$ cat src/rtl/ocp_pkg.sv
package ocp_pkg;

    typedef enum logic [1:0] {
        RESP_LATCH  = 2'b00,
        RESP_RETRY  = 2'b01,
        RESP_REPORT = 2'b10,
        RESP_IGNORE = 2'b11
    } resp_mode_e;

    typedef enum logic [1:0] {
        ST_RUN     = 2'b00,
        ST_LATCHED = 2'b01,
        ST_RETRY   = 2'b10
    } fault_st_e;

    // Field order is decoded by the response logic; keep it packed as is.
    typedef struct packed {
        logic       fast_retry;
        logic [1:0] dt_sel;
        resp_mode_e mode;
        logic       per_phase;
        logic [1:0] spare;
        logic [2:0] vds_thr;
    } ocp_cfg_t;

    localparam int          CFG_W    = $bits(ocp_cfg_t);
    localparam logic [10:0] CFG_INIT = 11'h145;
    localparam logic [2:0]  VDS_OFF  = 3'b111;

endpackage

$ cat src/rtl/ocp_cfg_reg.sv
module ocp_cfg_reg #(
    parameter int          W     = 11,
    parameter logic [W-1:0] INIT = '0
) (
    input  logic         clk,
    input  logic         rst_n,
    input  logic         wr_en,
    input  logic [W-1:0] wdata,
    output logic [W-1:0] q
);

    always_ff @(posedge clk or negedge rst_n) begin
        if (!rst_n) begin
            q <= INIT;
        end else if (wr_en) begin
            q <= wdata;
        end
    end

    // a write is visible on the next cycle
    a_r2_write_lands: assert property (@(posedge clk) disable iff (!rst_n)
        wr_en |=> (q == $past(wdata)));

endmodule

$ cat src/rtl/ocp_event_merge.sv
module ocp_event_merge #(
    parameter int NPH = 3
) (
    input  logic [NPH-1:0] vds_oc,
    input  logic [NPH-1:0] sen_oc,
    input  logic [2:0]     vds_thr,
    output logic [NPH-1:0] evt
);
    import ocp_pkg::*;

    logic vds_live;
    assign vds_live = (vds_thr != VDS_OFF);

    for (genvar p = 0; p < NPH; p++) begin : g_phase
        assign evt[p] = sen_oc[p] | (vds_oc[p] & vds_live);
    end

endmodule

$ cat src/rtl/ocp_retry_timer.sv
module ocp_retry_timer #(
    parameter int CW = 8
) (
    input  logic          clk,
    input  logic          rst_n,
    input  logic          load,
    input  logic [CW-1:0] load_val,
    output logic          expired
);

    logic [CW-1:0] cnt_q;

    always_ff @(posedge clk or negedge rst_n) begin
        if (!rst_n) begin
            cnt_q <= '0;
        end else if (load) begin
            cnt_q <= load_val - CW'(1);
        end else if (cnt_q != '0) begin
            cnt_q <= cnt_q - CW'(1);
        end
    end

    assign expired = (cnt_q == '0);

    // every load restarts the full window
    a_r5_reload_full: assert property (@(posedge clk) disable iff (!rst_n)
        load |=> (cnt_q == $past(load_val) - CW'(1)));

    // the window shrinks by one each idle cycle
    a_r4_counts_down: assert property (@(posedge clk) disable iff (!rst_n)
        (!load && cnt_q != '0) |=> (cnt_q == $past(cnt_q) - CW'(1)));

endmodule

$ cat src/rtl/ocp_fault_fsm.sv
module ocp_fault_fsm #(
    parameter int NPH = 3
) (
    input  logic               clk,
    input  logic               rst_n,
    input  logic [NPH-1:0]     evt,
    input  ocp_pkg::resp_mode_e mode,
    input  logic               per_phase,
    input  logic               clr_fault,
    input  logic               tmr_expired,
    output logic               tmr_load,
    output logic [NPH-1:0]     bridge_en,
    output logic               oc_status,
    output logic               fault_latched
);
    import ocp_pkg::*;

    fault_st_e      state_q, state_d;
    logic [NPH-1:0] mask_q, mask_d;
    logic           report_q, report_d;
    logic           hit;
    logic [NPH-1:0] sel;

    assign hit = |evt;
    assign sel = per_phase ? evt : {NPH{1'b1}};

    always_comb begin
        state_d  = state_q;
        mask_d   = mask_q;
        report_d = 1'b0;
        tmr_load = 1'b0;
        unique case (state_q)
            ST_RUN: begin
                if (hit) begin
                    unique case (mode)
                        RESP_LATCH: begin
                            state_d = ST_LATCHED;
                            mask_d  = sel;
                        end
                        RESP_RETRY: begin
                            state_d  = ST_RETRY;
                            mask_d   = sel;
                            tmr_load = 1'b1;
                        end
                        RESP_REPORT: report_d = 1'b1;
                        RESP_IGNORE: report_d = 1'b0;
                    endcase
                end
            end
            ST_LATCHED: begin
                if (hit) begin
                    mask_d = mask_q | sel;
                end else if (clr_fault) begin
                    state_d = ST_RUN;
                    mask_d  = '0;
                end
            end
            ST_RETRY: begin
                if (hit) begin
                    mask_d   = mask_q | sel;
                    tmr_load = 1'b1;
                end else if (tmr_expired) begin
                    state_d = ST_RUN;
                    mask_d  = '0;
                end
            end
            default: begin
                state_d = ST_RUN;
                mask_d  = '0;
            end
        endcase
    end

    always_ff @(posedge clk or negedge rst_n) begin
        if (!rst_n) begin
            state_q  <= ST_RUN;
            mask_q   <= '0;
            report_q <= 1'b0;
        end else begin
            state_q  <= state_d;
            mask_q   <= mask_d;
            report_q <= report_d;
        end
    end

    always_comb begin
        bridge_en     = (state_q == ST_RUN) ? {NPH{1'b1}} : ~mask_q;
        oc_status     = (state_q != ST_RUN) | report_q;
        fault_latched = (state_q == ST_LATCHED);
    end

    // a held fault survives without a clean clear
    a_r3_latch_holds: assert property (@(posedge clk) disable iff (!rst_n)
        (state_q == ST_LATCHED && (!clr_fault || hit)) |=> (state_q == ST_LATCHED));

    // retry cannot end while the timer still runs
    a_r4_no_early_exit: assert property (@(posedge clk) disable iff (!rst_n)
        (state_q == ST_RETRY && !tmr_expired) |=> (state_q != ST_RUN));

    // a fault state always disables at least one phase
    a_r8_mask_nonempty: assert property (@(posedge clk) disable iff (!rst_n)
        (state_q != ST_RUN) |-> (mask_q != '0));

    // ignore mode leaves everything quiet
    a_r7_ignore_quiet: assert property (@(posedge clk) disable iff (!rst_n)
        (state_q == ST_RUN && mode == RESP_IGNORE) |=> (state_q == ST_RUN && !report_q));

    // fault state entered only from an event in normal operation
    a_r10_entry_on_event: assert property (@(posedge clk) disable iff (!rst_n)
        (state_q == ST_RUN && !hit) |=> (state_q == ST_RUN));

endmodule

$ cat src/rtl/ocp_response_ctrl.sv
module ocp_response_ctrl #(
    parameter int NPH       = 3,
    parameter int CLK_HZ    = 50_000_000,
    parameter bit SHORT_SIM = 1'b0
) (
    input  logic           clk,
    input  logic           rst_n,
    input  logic           cfg_wr_en,
    input  logic [10:0]    cfg_wdata,
    output logic [10:0]    cfg_rdata,
    input  logic [NPH-1:0] vds_oc,
    input  logic [NPH-1:0] sen_oc,
    input  logic           clr_fault,
    output logic [NPH-1:0] bridge_en,
    output logic           oc_status,
    output logic           fault_latched,
    output logic [1:0]     dt_code
);
    import ocp_pkg::*;

    localparam int LONG_CYC  = SHORT_SIM ? 40 : CLK_HZ / 250;
    localparam int SHORT_CYC = SHORT_SIM ? 8  : CLK_HZ / 20_000;
    localparam int CNT_W     = $clog2(LONG_CYC + 1);
    localparam logic [CNT_W-1:0] LONG_V  = CNT_W'(LONG_CYC);
    localparam logic [CNT_W-1:0] SHORT_V = CNT_W'(SHORT_CYC);

    logic [CFG_W-1:0] cfg_q;
    ocp_cfg_t         cfg;
    logic [NPH-1:0]   evt;
    logic             tmr_load;
    logic             tmr_expired;
    logic [CNT_W-1:0] tmr_val;

    ocp_cfg_reg #(.W(CFG_W), .INIT(CFG_INIT)) u_cfg (
        .clk   (clk),
        .rst_n (rst_n),
        .wr_en (cfg_wr_en),
        .wdata (cfg_wdata),
        .q     (cfg_q)
    );

    assign cfg       = ocp_cfg_t'(cfg_q);
    assign cfg_rdata = cfg_q;
    assign dt_code   = cfg.dt_sel;
    assign tmr_val   = cfg.fast_retry ? SHORT_V : LONG_V;

    ocp_event_merge #(.NPH(NPH)) u_merge (
        .vds_oc  (vds_oc),
        .sen_oc  (sen_oc),
        .vds_thr (cfg.vds_thr),
        .evt     (evt)
    );

    ocp_retry_timer #(.CW(CNT_W)) u_timer (
        .clk      (clk),
        .rst_n    (rst_n),
        .load     (tmr_load),
        .load_val (tmr_val),
        .expired  (tmr_expired)
    );

    ocp_fault_fsm #(.NPH(NPH)) u_fsm (
        .clk           (clk),
        .rst_n         (rst_n),
        .evt           (evt),
        .mode          (cfg.mode),
        .per_phase     (cfg.per_phase),
        .clr_fault     (clr_fault),
        .tmr_expired   (tmr_expired),
        .tmr_load      (tmr_load),
        .bridge_en     (bridge_en),
        .oc_status     (oc_status),
        .fault_latched (fault_latched)
    );

endmodule

$ cat config.mk
export PLATFORM = sky130hd
export DESIGN_NAME = ocp_response_ctrl
export DESIGN_NICKNAME = d
export VERILOG_FILES = /design/src/rtl/ocp_pkg.sv /design/src/rtl/ocp_cfg_reg.sv /design/src/rtl/ocp_event_merge.sv /design/src/rtl/ocp_retry_timer.sv /design/src/rtl/ocp_fault_fsm.sv /design/src/rtl/ocp_response_ctrl.sv
export SDC_FILE = /design/constraint.sdc
export NUM_CORES = 1
export LEC_CHECK = 0
export CORE_UTILIZATION = 50
export DETAILED_ROUTE_END_ITERATION = 10
export GPL_ROUTABILITY_DRIVEN = 0
export PLACE_DENSITY = 0.76
export SLEW_MARGIN = 20
export SYNTH_ARGS = -nofsm -noshare
export SYNTH_HDL_FRONTEND = slang
export SYNTH_HIERARCHICAL = 1
export SYNTH_SLANG_ARGS = --single-unit
$ cat constraint.sdc
create_clock -name clk -period 4.6 [get_ports clk]
set_input_delay 0.69 -clock clk [delete_from_list [all_inputs] [get_ports clk]]
set_output_delay 0.69 -clock clk [all_outputs]
set_load 0.01 [all_outputs]
==> results_dict.tcl, run 1 <==
set metrics [dict create \
    final.period_utilization_pct 83.25 \
    hp-class "register to register" \
    drive_above_1_share_pct 11.88 \
    final.setup_skew_ps 10.87 \
    run_status "finished clean" \
    r2r_start "u_fsm/state_q[1]" \
    hpwlAfterDp_um 3659 \
    cts_resized 0 \
    synth_flop_cell "dfrtp_1" \
    synth_top_family_by_area "simple AND/OR/NAND/NOR gates" \
    worst_pin_slew_ps 653.6 \
    yosysSeqAreaShare_pct 38.39 \
    min_to "u_cfg/q[4]" \
    yosysMostFrequentCell "dfrtp_1" \
    rrSetupSlack_ps 850 \
    drt_pass1_iterations 4 \
    synthDistinctLibCells 55 \
    ios 39 \
    drv_slew 0 \
    synth_largest_area_cell "dfrtp_1" \
    fin_setup_tns_ps 0 \
    cts.htree.levels 2 \
    worstPathArrival_ps 4040 \
    synth_common_cells "dfrtp_1 (31), nor2_1 (17), xnor2_1 (12)" \
    synth_compound_area_share_pct 12.49 \
    min_period_ps 3830 \
    synth_top_area_share_pct 33.81 \
    drv_cap 0 \
    dieArea_um2 4864 \
    rr_endpoint "u_timer/cnt_q[16]" \
    fin_nets 328 \
    drtIter0Drc 54 \
    ys_seq_elements 35 \
    syn_area_per_cell_um2 10.06 \
    peakVddDrop_uv 303.5 \
    first_global_vias 1851 \
    synth_xor_area_share_pct 7.252 \
    syn_inst 228 \
    areaGrowthSynthToFinish_pct 27.75 \
    ff2ff_path_depth 10 \
    pwr_density_cell_nw_per_um2 529.9 \
    ctsHoldBuffers 0 \
    synth-simple-area-share_pct 23.66 \
    clock-sinks 35 \
    end_kind "register" \
    grt_pass1_wl_um 8342 \
    core-area_um2 4384 \
    yosys_warnings 6 \
    synthArstFlopShare_pct 100.0 \
    min_from "u_cfg/q[4]" \
    cts_root_buf "clkbuf_8" \
    rsz0062_at_grt "false" \
    worstHoldPathCells 1 \
    num_rows 24 \
    cts.path.max_buffers 2 \
    stdcell_count 355 \
    port_buffers 38 \
    startpoint_type "input pin" \
    diodes 0 \
    power_leakage_uw 0.001218 \
    avgRoutedWirePerCell_um 14.01 \
    grtUsageTotal_pct 21.33 \
    yosys.area_share.adder_pct 2.726 \
    die_h_um 69.75 \
    synth_edf_count 0 \
    cts_tree "built" \
    dpl.cell_count 347 \
    slew_headroom_pct 56.29 \
    crit_start "vds_oc[0]" \
    post_cts_buffers 0 \
    grt_max_degree 36 \
    clk_pin_slew_ps 70 \
    drt-total-wl_um 4972 \
    netlist_area_um2 2295 \
    fmax_mhz 261.1 \
    insertion_delay_ps 290 \
    synthMuxAreaShare_pct 11.01 \
    initial_core_util_pct 52.34 \
    chipWidth_um 69.75 \
    setup_violations 0 \
    critPathKind "input pin to register" \
    drc 0 \
    crit_required_ps 4810 \
    via_count 1907 \
    antenna_found_initial 0 \
    grt-ovfl-total 0 \
    ant_nets 0 \
    hold_viol 0 \
    cts_made_buffers 5 \
    synth_area_leaders "dfrtp_1 (34%), mux2_4 (6.5%), dfstp_2 (4.6%)" \
    vias_per_cell 5.372 \
    critical_path.max_fanout 11 \
]
[power by group]
part / internal, µW / switching (µW) / leakage, µW
clock network: 106 / 115 / 0.0000412
logic: 389 / 399 / 0.000766
registers: 428 / 118 / 0.000412
total: 923 / 631 / 0.00122
[state kept, by name, summed over array words and instances, names as in the netlist]
name and count:
u_cfg/q 11, u_fsm/mask_q 3, u_fsm/report_q 1, u_fsm/state_q 2, u_timer/cnt_q 18
[routing by layer]
layer,global-route usage (%),wire [µm],vias to the layer above
met1,25.86,2214,890
met3,6.541,353,6
met4,4.889,40,0
met5,0,0,-
li1,-,-,949
met2,37.11,2363,62
[critical path, stage by stage]
cell	delay (ps)
clkdlybuf4s50_1	400
a21o_1	170
nor3_1	490
nor2_2	230
or4_1	580
a222oi_1	490
o2111ai_2	340
or4b_1	560
o21ai_1	80
[cell families after synthesis]
| kind of cell | Yosys count |
|---|---|
| xor gates and xnor gates | 19 |
| muxes | 20 |
| AOI/OAI and AO/OA | 38 |
| other | 2 |
| DFF | 35 |
| buffers and inverters | 19 |
| adders and majority gates | 5 |
| and+or+nand+nor | 90 |
[area by class of cell]
cell class / count / area [µm²]
clock buffer: 6 / 72.57
clock inverter: 2 / 12.51
fill: 363 / 1453
inverter: 9 / 33.78
multi-input combinational: 208 / 1449
sequential: 35 / 880.8
tap: 52 / 65.06
timing repair buffer: 43 / 417.9
[cells in the final DEF (no fill, tap or decap), types with 7 or more instances in the layout]
master and n:
clkdlybuf4s50_1 38, conb_1 36, dfrtp_1 31, nor2_1 16
xnor2_1 12, nand2_1 11, mux2_4 10, nor3_1 10
inv_1 9, nor2b_1 8, mux2i_1 8, o22ai_1 7
xor2_1 7
[how the worst max path moves through the flow]
| stage | slack [ps] | endpoint |
|---|---|---|
| after global routing | 620 | u_timer/cnt_q[16] |
| after floorplan | 420 | u_timer/cnt_q[16] |
| final | 770 | u_timer/cnt_q[15] |
| after CTS | 810 | u_timer/cnt_q[15] |
| after detailed placement | 500 | u_timer/cnt_q[15] |
| after global placement | 610 | u_timer/cnt_q[17] |
[per-stage QoR]
stage / worst slack, ps / hold WS, ps / power (µW) / area [µm²] / util (%)
global route: 622.8 / 540.0 / 1668 / 2932 / 66.87
detailed placement: 501.5 / 492.6 / 1326 / 2846 / 64.93
floorplan: 419.7 / 394.4 / 1107 / 2422 / -
finish: 770.3 / 526.3 / 1553 / 2932 / 66.87
CTS: 813.3 / 525.7 / 1555 / 2932 / 66.87
global placement: 608.1 / 501.8 / 1318 / 2846 / 64.93
Power figures use the tool's default switching activity.
==> run 2: changes to the inputs <==
CORE_UTILIZATION = 48   (was 50)
clock period = 3.3 ns   (was 4.6 ns; I/O delays follow)
==> results_dict.tcl, run 2 (same netlist as run 1, synthesis figures left out) <==
set metrics [dict create \
    ios 39 \
    vias_per_cell 5.344 \
    met1_length_um 2352 \
    drtIter0Drc 93 \
    drc 0 \
    first_global_vias 1988 \
    pwr_density_cell_nw_per_um2 757.2 \
    final_common_cell "clkdlybuf4s50_1" \
    cts_tree "built" \
    worstPathArrival_ps 3270 \
    cts_made_buffers 5 \
    hold_viol 0 \
    port_buffers 38 \
    critical_path.max_fanout 5 \
    dieArea_um2 5061 \
    chipWidth_um 71.14 \
    run_status "finished clean" \
    cts.htree.levels 2 \
    fin_nets 342 \
    rsz0062_at_grt "false" \
    grtUsageTotal_pct 23.44 \
    hpwlAfterDp_um 3972 \
    insertion_delay_ps 290 \
    largest_register_ffs 18 \
    areaGrowthSynthToFinish_pct 34.08 \
    register_area_um2 880.8 \
    hold_slack_ps 284.2 \
    grt-ovfl-total 0 \
    core-area_um2 4474 \
    drive_above_1_share_pct 17.98 \
    final.setup_skew_ps 6.590 \
    peakVddDrop_uv 426.8 \
    fillers 344 \
    diodes 0 \
    largestRegisters "u_timer/cnt_q (18), u_cfg/q (11), u_fsm/mask_q (3)" \
    top_layer_used "met4" \
    end_kind "register" \
    regMostFlops "u_timer/cnt_q" \
    wl_met3_um 281 \
    drv_slew 0 \
    avgRoutedWirePerCell_um 14.50 \
    drt_pass1_iterations 6 \
    startpoint_type "register" \
    drt-total-wl_um 5350 \
    wl_met2_um 2624 \
    clk_pin_slew_ps 70 \
    final.period_utilization_pct 92.49 \
    via_count 1972 \
    critPathKind "register to register" \
    cts_root_buf "clkbuf_8" \
    min_period_ps 3052 \
    cts.path.max_buffers 2 \
    power_leakage_uw 0.001301 \
    hp-class "input pin to async pin" \
    grt_pass1_wl_um 9163 \
    dpl_cell_area_um2 2970 \
    ant_nets 0 \
    grt_max_degree 36 \
    num_rows 24 \
    setup_violations 0 \
    fin_setup_tns_ps 0 \
    design_area_um2 3077 \
    die_h_um 71.14 \
    worst_pin_slew_ps 792.2 \
    mostFrequentLayoutCells "clkdlybuf4s50_1 (37), conb_1 (36), dfrtp_1 (31)" \
    initial_core_util_pct 51.29 \
    multiInputGateArea_um2 1479 \
    final_util_pct 68.76 \
    ctsHoldBuffers 0 \
    antenna_found_initial 0 \
    slew_headroom_pct 47.19 \
    drv_cap 0 \
    clock-sinks 35 \
    fmax_mhz 327.6 \
    crit_required_ps 3520 \
]
-- run 2: cell count changes in the layout (fill, tap and decap cells not counted), moves of 2 or more --
cell	delta
buf_4	+14
clkbuf_8	+2
ha_1	-2
inv_1	-2
inv_2	+2
-- run 2: path summary, 6_finish.rpt --
path / start / endpoint / slack, ps / cells after the start
min in group clk: u_cfg/q[4] / u_cfg/q[4] / 530 / 1
worst min register to register: u_cfg/q[4] / u_cfg/q[4] / 530 / 1
worst min-delay path: rst_n / u_timer/cnt_q[14] / 280 / 1
max in group asynchronous: rst_n / u_fsm/mask_q[1] / 2510 / 1
worst max register to register: u_cfg/q[2] / u_timer/cnt_q[15] / 250 / 10
worst max-delay path: u_cfg/q[2] / u_timer/cnt_q[15] / 250 / 10
-- run 2: what timing repair did --
action | CTS | global route
buffers inserted | 0 | 0
resized for setup | 0 | 1
setup endpoints to repair | 0 | 1
-- run 2: area by class of cell --
class	instances	area share (%)
multi-input combinational	208	48.07
sequential	35	28.63
timing repair buffer	57	16.84
clock buffer	8	3.253
tap	52	2.115
inverter	9	1.098
-- run 2: per-layer routing --
metal | track usage, % | vias up
li1 | - | 975
met1 | 29.13 | 930
met2 | 39.79 | 58
met3 | 5.128 | 9
met4 | 8.889 | 0
met5 | 0 | -
-- run 2: critical path, cell delays in order (launching register included) --
cell       delay, ps
dfstp_2          550
nand3_2           90
a21o_1           220
nor3_4           220
nor2_2            70
or4_1            560
a222oi_1         320
buf_4            170
o2111ai_2        150
or4b_1           540
o21ai_1           80
-- run 2: report_power, final --
part | switching, µW | leakage [µW] | internal (µW) | total [µW]
registers | 170 | 0.000412 | 596 | 767
clock network | 156 | 0.0000515 | 191 | 346
logic | 593 | 0.000838 | 624 | 1220
total | 918 | 0.00130 | 1410 | 2330
-- run 2: metrics by stage --
stage	power [µW]	std cells	worst slack [ps]
final	2330	369	247.8
after global placement	1946	361	54.65
after floorplan	1637	262	-47.32
after global routing	2506	369	35.61
after CTS	2337	369	209.8
after detailed placement	1977	361	-1.293
